[config.mk]
export PLATFORM = sky130hd
export DESIGN_NAME = lcode_serial_enc
export DESIGN_NICKNAME = d
export VERILOG_FILES = /design/src/rtl/lcode_pkg.sv /design/src/rtl/lcode_phase.sv /design/src/rtl/lcode_capture.sv /design/src/rtl/lcode_level.sv /design/src/rtl/lcode_serial_enc.sv
export SDC_FILE = /design/constraint.sdc
export NUM_CORES = 1
export LEC_CHECK = 0
export BUFFER_PORTS_ARGS = -buffer_cell sky130_fd_sc_hd__buf_2
export CORE_AREA = 2 2 39 41
export CTS_BUF_LIST = sky130_fd_sc_hd__clkbuf_16
export DETAILED_ROUTE_END_ITERATION = 8
export DIE_AREA = 0 0 41 43
export PLACE_DENSITY = 0.32
export SLEW_MARGIN = 25
export SYNTH_ARGS = -nofsm -noshare
export SYNTH_HDL_FRONTEND = slang
export SYNTH_SLANG_ARGS = --single-unit
[constraint.sdc]
create_clock -name clk -period 1.55 [get_ports clk]
set_clock_uncertainty 0.15 [all_clocks]
set_input_delay 0.155 -clock clk [delete_from_list [all_inputs] [get_ports clk]]
set_output_delay 0.155 -clock clk [all_outputs]
set_load 0.02 [all_outputs]
[src/rtl/lcode_pkg.sv]
package lcode_pkg;
  localparam int MODE_W = 2;

  typedef enum logic [MODE_W-1:0] {
    LM_NRZ   = 2'b00,
    LM_NRZI  = 2'b01,
    LM_RZ    = 2'b10,
    LM_MANCH = 2'b11
  } lmode_e;
endpackage

[src/rtl/lcode_phase.sv]
module lcode_phase (
  input  logic clk,
  input  logic rst,
  output logic half_q,
  output logic bit_start
);
  always_ff @(posedge clk) begin
    if (rst) half_q <= 1'b0;
    else     half_q <= ~half_q;
  end

  assign bit_start = ~half_q;

  p_phase_rise_r7: assert property (@(posedge clk) disable iff (rst)
    !half_q |=> half_q);
  p_phase_fall_r7: assert property (@(posedge clk) disable iff (rst)
    half_q |=> !half_q);
endmodule

[src/rtl/lcode_capture.sv]
module lcode_capture
  import lcode_pkg::*;
(
  input  logic   clk,
  input  logic   rst,
  input  logic   bit_start,
  input  logic   data_in,
  input  lmode_e mode_in,
  output logic   bit_q,
  output lmode_e mode_q,
  output logic   ref_q
);
  always_ff @(posedge clk) begin
    if (rst) begin
      bit_q  <= 1'b0;
      mode_q <= LM_NRZ;
      ref_q  <= 1'b0;
    end else if (bit_start) begin
      bit_q  <= data_in;
      mode_q <= mode_in;
      if (mode_in == LM_NRZI) ref_q <= ref_q ^ data_in;
    end
  end

  // captured bit and mode cannot move at mid-bit
  p_capture_hold_r2: assert property (@(posedge clk) disable iff (rst)
    !bit_start |=> ($stable(bit_q) && $stable(mode_q) && $stable(ref_q)));
  // reference never moves while a non-NRZI bit is captured
  p_ref_hold_r4: assert property (@(posedge clk) disable iff (rst)
    (bit_start && mode_in != LM_NRZI) |=> $stable(ref_q));
endmodule

[src/rtl/lcode_level.sv]
module lcode_level
  import lcode_pkg::*;
(
  input  logic   clk,
  input  logic   rst,
  input  logic   bit_start,
  input  logic   data_in,
  input  lmode_e mode_in,
  input  logic   ref_q,
  input  logic   bit_q,
  input  lmode_e mode_q,
  output logic   line_q
);
  logic first_lvl;
  logic second_lvl;

  always_comb begin
    unique case (mode_in)
      LM_NRZ:   first_lvl = data_in;
      LM_NRZI:  first_lvl = ref_q ^ data_in;
      LM_RZ:    first_lvl = data_in;
      LM_MANCH: first_lvl = data_in;
      default:  first_lvl = 1'b0;
    endcase
  end

  always_comb begin
    unique case (mode_q)
      LM_NRZ:   second_lvl = bit_q;
      LM_NRZI:  second_lvl = ref_q;
      LM_RZ:    second_lvl = 1'b0;
      LM_MANCH: second_lvl = ~bit_q;
      default:  second_lvl = 1'b0;
    endcase
  end

  always_ff @(posedge clk) begin
    if (rst)            line_q <= 1'b0;
    else if (bit_start) line_q <= first_lvl;
    else                line_q <= second_lvl;
  end

  p_rz_low_r5: assert property (@(posedge clk) disable iff (rst)
    (!bit_start && mode_q == LM_RZ) |=> !line_q);
  p_manch_flip_r6: assert property (@(posedge clk) disable iff (rst)
    (!bit_start && mode_q == LM_MANCH) |=> (line_q != $past(line_q)));
  p_level_hold_r3: assert property (@(posedge clk) disable iff (rst)
    (!bit_start && (mode_q == LM_NRZ || mode_q == LM_NRZI)) |=> $stable(line_q));
endmodule

[src/rtl/lcode_serial_enc.sv]
module lcode_serial_enc
  import lcode_pkg::*;
(
  input  logic              clk,
  input  logic              rst,
  input  logic [MODE_W-1:0] mode_sel,
  input  logic              data_in,
  output logic              line_out
);
  logic   half_q;
  logic   bit_start;
  logic   bit_q;
  logic   ref_q;
  lmode_e mode_q;
  lmode_e mode_in;

  assign mode_in = lmode_e'(mode_sel);

  lcode_phase u_phase (
    .clk       (clk),
    .rst       (rst),
    .half_q    (half_q),
    .bit_start (bit_start)
  );

  lcode_capture u_capture (
    .clk       (clk),
    .rst       (rst),
    .bit_start (bit_start),
    .data_in   (data_in),
    .mode_in   (mode_in),
    .bit_q     (bit_q),
    .mode_q    (mode_q),
    .ref_q     (ref_q)
  );

  lcode_level u_level (
    .clk       (clk),
    .rst       (rst),
    .bit_start (bit_start),
    .data_in   (data_in),
    .mode_in   (mode_in),
    .ref_q     (ref_q),
    .bit_q     (bit_q),
    .mode_q    (mode_q),
    .line_q    (line_out)
  );

  // line is low right after a reset edge
  p_reset_low_r1: assert property (@(posedge clk)
    rst |=> !line_out);
endmodule

### Yosys cells after proc, flatten, opt, wreduce, memory -nomap -nowiden

Index checks and enable logic that the tools add are counted.
W data, S select, Z words.

| storage, ports and cells | value |
|---|---|
| bits of input ports | 5 |
| bits in registers | 6 |
| memories kept | 0 |
| ROM bits | 0 |
| RAM bits | 0 |
| output and inout bits | 1 |
| latch bits | 0 |

| cells by class | value |
|---|---|
| reductions and logical operators | 4 |
| add/subtract/negate cells | 0 |
| muxes and demuxes | 3 |
| $mul | 0 |
| divide/modulo/power cells | 0 |
| order comparisons | 0 |
| bitwise logic cells | 3 |
| shift operators | 0 |
| equal/unequal tests | 6 |

Operators with widths:

| cell | count |
|---|---|
| $eq A2 B2 Y1 const B | 4 |
| $eq A2 B1 Y1 const B | 2 |
| $logic_not A2 Y1 | 2 |
| $pmux W1 S4 | 1 |
| $reduce_or A3 Y1 | 1 |
| $not A1 Y1 | 2 |
| $pmux W1 S2 | 1 |
| $reduce_and A2 Y1 | 1 |
| $mux W1 | 1 |
| $xor A1 B1 Y1 | 1 |

### Longest topological paths before layout

| depth | value |
|---|---|
| depth in word-level cells | 4 |
| mapped depth | 4 |
| depth with buffers taken out | 3 |

### Hierarchy

From an unflattened synthesis, not the netlist that was laid out.

| unflattened totals | value |
|---|---|
| cell total of the unflattened synthesis | 26 |
| area total of the unflattened synthesis | 260.2 um^2 |

Modules (own cells, without submodules):

| module | area each (um^2) | instances | cells an instance |
|---|---|---|---|
| lcode_capture | 155.1 | 1 | 14 |
| lcode_level | 77.6 | 1 | 9 |
| lcode_phase | 27.5 | 1 | 3 |

### Worst setup path before layout

Ideal clock, no wire load.

| path | value |
|---|---|
| path type | reg2reg |
| start point | register u_phase.half_q |
| end point | register u_capture.ref_q |
| clock period less this slack | 1.100 ns |
| stages on the path, launching flop included | 5 |
| data arrival time | 0.835 ns |
| library setup time | 0.115 ns |
| path slack | 0.450 ns |
| cells stage by stage | dfxtp_1 > buf_6 > and4bb_2 > xnor2_1 > nor2_1 |

| on the way | value |
|---|---|
| cells in the longest elaborated chain, start to end | 2 |

Ends and longest elaborated chain:

| item | RTL line | text |
|---|---|---|
| start: declaration | lcode_phase.sv:4 | `output logic half_q,` |
| start signal: assignment | lcode_phase.sv:9 | `else half_q <= ~half_q;` |
| $not A1 Y1 (no source line) | - |  |
| $reduce_and A2 Y1 (no source line) | - |  |
| end signal: assignment | lcode_capture.sv:21 | `if (mode_in == LM_NRZI) ref_q <= ref_q ^ data_in;` |
| end: declaration | lcode_capture.sv:11 | `output logic ref_q` |

No other way between the ends.
A chain may end at the register's enable or synchronous reset.

### Final worst setup path

| path | value |
|---|---|
| start point | register u_capture.ref_q |
| end point | register u_level.line_q |

| on the way | value |
|---|---|
| cells in the longest elaborated chain, start to end | 3 |
| elaborated cells on any way between the ends | 4 |

Ends and longest elaborated chain:

| item | RTL line | text |
|---|---|---|
| $xor A1 B1 Y1 | lcode_level.sv:20 | `LM_NRZI: first_lvl = ref_q ^ data_in;` |
| $pmux W1 S2 | lcode_level.sv:18 | `unique case (mode_in)` |
| $mux W1 * | lcode_level.sv:39 | `else if (bit_start) line_q <= first_lvl;` |
| end signal: assignment | lcode_level.sv:39 |  |
| end signal: assignment | lcode_level.sv:40 | `else line_q <= second_lvl;` |
| end: declaration | lcode_level.sv:12 | `output logic line_q` |

Every way passes the cells marked *; elsewhere a longest branch is shown, timed or not.

==> results.py <==
metrics = {
    "floorplanning": {
        "start_util_pct": 19.0,
        "design.core.area_um2": 1380,
        "die_height_um": 43,
        "io_pins": 6,
        "die_x_um": 41,
        "fp.dieArea_um2": 1760,
        "rows": 14,
    },
    "power_and_ir_drop": {
        "power.density_nw_per_um2": 1670,
        "p_leak_nw": 0.158,
        "ir_worst_vdd_mv": 0.502,
    },
    "finish": {
        "fin_util_pct": 27.4,
        "drive_above_1_share_pct": 36.4,
        "num_antenna_cells": 0,
        "nets": 40,
        "syn_to_final_growth_pct": 44.3,
    },
    "cts": {
        "root_buffer": "clkbuf_16",
        "cts_made_buffers": 3,
        "insertion_delay_ns": 0.23,
        "path_clk_slew_ns": 0.03,
        "post-cts-setup-buffer-count": 0,
        "cts.sinks": 6,
        "holdBufCountCts": 0,
        "cts_max_path_buffers": 2,
        "cts.repair.resized": 0,
        "cts_tree": "built",
        "cts_max_level": 1,
    },
    "logic_synthesis": {
        "synth_seq_area_share_pct": 45.7,
        "yosysWarnings": 0,
        "yosysUniqueCellTypes": 14,
        "synth_top_cell_by_area": "dfxtp_1",
        "synth_nets": 30,
        "synth_cells": 25,
        "syn_area_per_cell_um2": 10.5,
        "ys_seq_elements": 6,
        "yosysTopAreaCellShare_pct": 45.7,
        "synthTopCellsByArea": "dfxtp_1 46%, mux2i_1 11%, nor2_1 7.1%",
        "netlist_area_um2": 263,
    },
    "timing": {
        "rsz0062_at_grt": "false",
        "final-hold-violation-count": 0,
        "min_period_ns": 1.13,
        "worst_slew_pin_slew_ns": 0.190,
        "fin_crit_sh_pct": 72.7,
        "tns_ns": 0,
        "maxSlewViolCount": 0,
        "fmaxAchievable_mhz": 888,
        "setup_viol": 0,
        "slew_headroom_pct": 87.3,
    },
    "detailed_routing": {
        "vias": 204,
        "wl_um": 508,
        "drt-vias-per-instance": 4.16,
        "drc": 0,
        "drt_iter0_drc": 4,
        "ant_nets": 0,
        "avgRoutedWirePerCell_um": 10.4,
        "firstDrtPassIters": 3,
    },
    "setup_path": {
        "endpoint": "u_level.line_q",
        "cp-end-kind": "flop",
        "worstSetupPathType": "reg -> reg",
        "timing.rr.end": "u_level.line_q",
        "cp-start-kind": "flop",
        "arrival_ns": 1.13,
        "cp_max_fo": 4,
        "r2r_cells": 3,
        "crit_start": "u_capture.ref_q",
        "reg2reg_slack_ns": 0.42,
        "reg2reg_from": "u_capture.ref_q",
        "required_ns": 1.55,
    },
    "grt": {
        "grt_pass1_vias": 204,
        "grt_max_degree": 7,
        "antenna_found_initial": 0,
        "overflow": 0,
        "grt_usage_pct": 7.83,
        "grt_pass1_wl_um": 834,
    },
    "place": {
        "numPortBuffers": 5,
        "dp_hpwl_um": 386,
        "place_congestion": 0.687,
    },
    "min_path": {
        "hp-class": "in -> reg",
    },
    "outcome": {
        "outcome": "complete, no violations",
    },
    "run": {
        "max_cap_violations": 0,
    },
}
cell type report:
cell class                 instances  area, um2
timing repair buffer               6       32.5
sequential                         6        120
clock buffer                       3       75.1
multi-input combinational         17        128
fill                             141       1000
tap                               16       20.0
inverter                           1       3.75
cells in the mapped netlist:
| cell | number |
|---|---|
| buf_6 | 1 |
| dfxtp_1 | 6 |
| nand2b_1 | 1 |
| nor2b_1 | 1 |
| nand3b_1 | 1 |
| and4bb_2 | 1 |
| xor2_1 | 1 |
| o21ai_0 | 1 |
| inv_1 | 1 |
| mux2i_1 | 3 |
| nor2_1 | 5 |
| xnor2_1 | 1 |
| o221a_2 | 1 |
| a211oi_2 | 1 |
power breakdown:
| part | switching (mW) | internal (mW) |
|---|---|---|
| logic | 0.0193 | 0.0230 |
| registers | 0.00845 | 0.166 |
| clock network | 0.0847 | 0.331 |
| total | 0.112 | 0.520 |
registers in the layout, summed over array words and instances, names as in the netlist:
register          flops
u_phase.half_q        1
u_capture.ref_q       1
u_capture.mode_q      2
u_capture.bit_q       1
u_level.line_q        1
cells in the final DEF, fill, tap and decap left out:
cell type  instances
dfxtp_1            6
nor2_1             5
buf_2              5
mux2i_1            3
clkbuf_16          3
inv_1              1
nand3b_1           1
xor2_1             1
nor2b_1            1
nand2b_1           1
o21ai_0            1
o221a_2            1
a211oi_2           1
and4bb_2           1
xnor2_1            1
buf_4              1
worst max-delay path, cell delays in order (launching register included):
cell      delay (ns)
dfxtp_1         0.37
nor2b_1         0.07
o221a_2         0.29
a211oi_2        0.17
metrics by stage:
stage | total power [mW] | hold WS (ns) | cells | setup WS [ns] | area [um2]
2_1_floorplan | 0.205 | 0.0696 | 25 | 0.450 | 263
3_3_place_gp | 0.219 | 0.258 | 46 | 0.429 | 304
3_5_place_dp | 0.220 | 0.254 | 46 | 0.427 | 304
4_1_cts | 0.643 | 0.0152 | 49 | 0.419 | 379
5_1_grt | 0.656 | 0.0224 | 49 | 0.382 | 379
6_report | 0.633 | 0.0189 | 49 | 0.423 | 379
how the worst min path moves through the flow:
| stage | start | end | slack, ns | depth (start not counted) |
|---|---|---|---|---|
| after detailed placement | rst | u_level.line_q | 0.25 | 2 |
| final | rst | u_level.line_q | 0.02 | 2 |
| after CTS | rst | u_level.line_q | 0.02 | 2 |
| after global placement | rst | u_level.line_q | 0.26 | 2 |
| after floorplan | rst | u_level.line_q | 0.07 | 1 |
| after global routing | rst | u_level.line_q | 0.02 | 2 |
kinds of logic after synthesis:
group,after synthesis,share of synthesized area (%)
simple gates,9,19.5
xor+xnor,2,6.67
flops,6,45.7
mux,3,11.4
buf+inv,2,5.71
compound gates,3,10.9
metal layers:
layer  vias up  GRT usage (%)  routed length, um
li1        103              -                  -
met1        91           9.00                235
met2         7           9.06                214
met3         3           4.71                 34
met4         0           8.00                 24
met5         -              0                  0
Power figures use the tool's default switching activity.
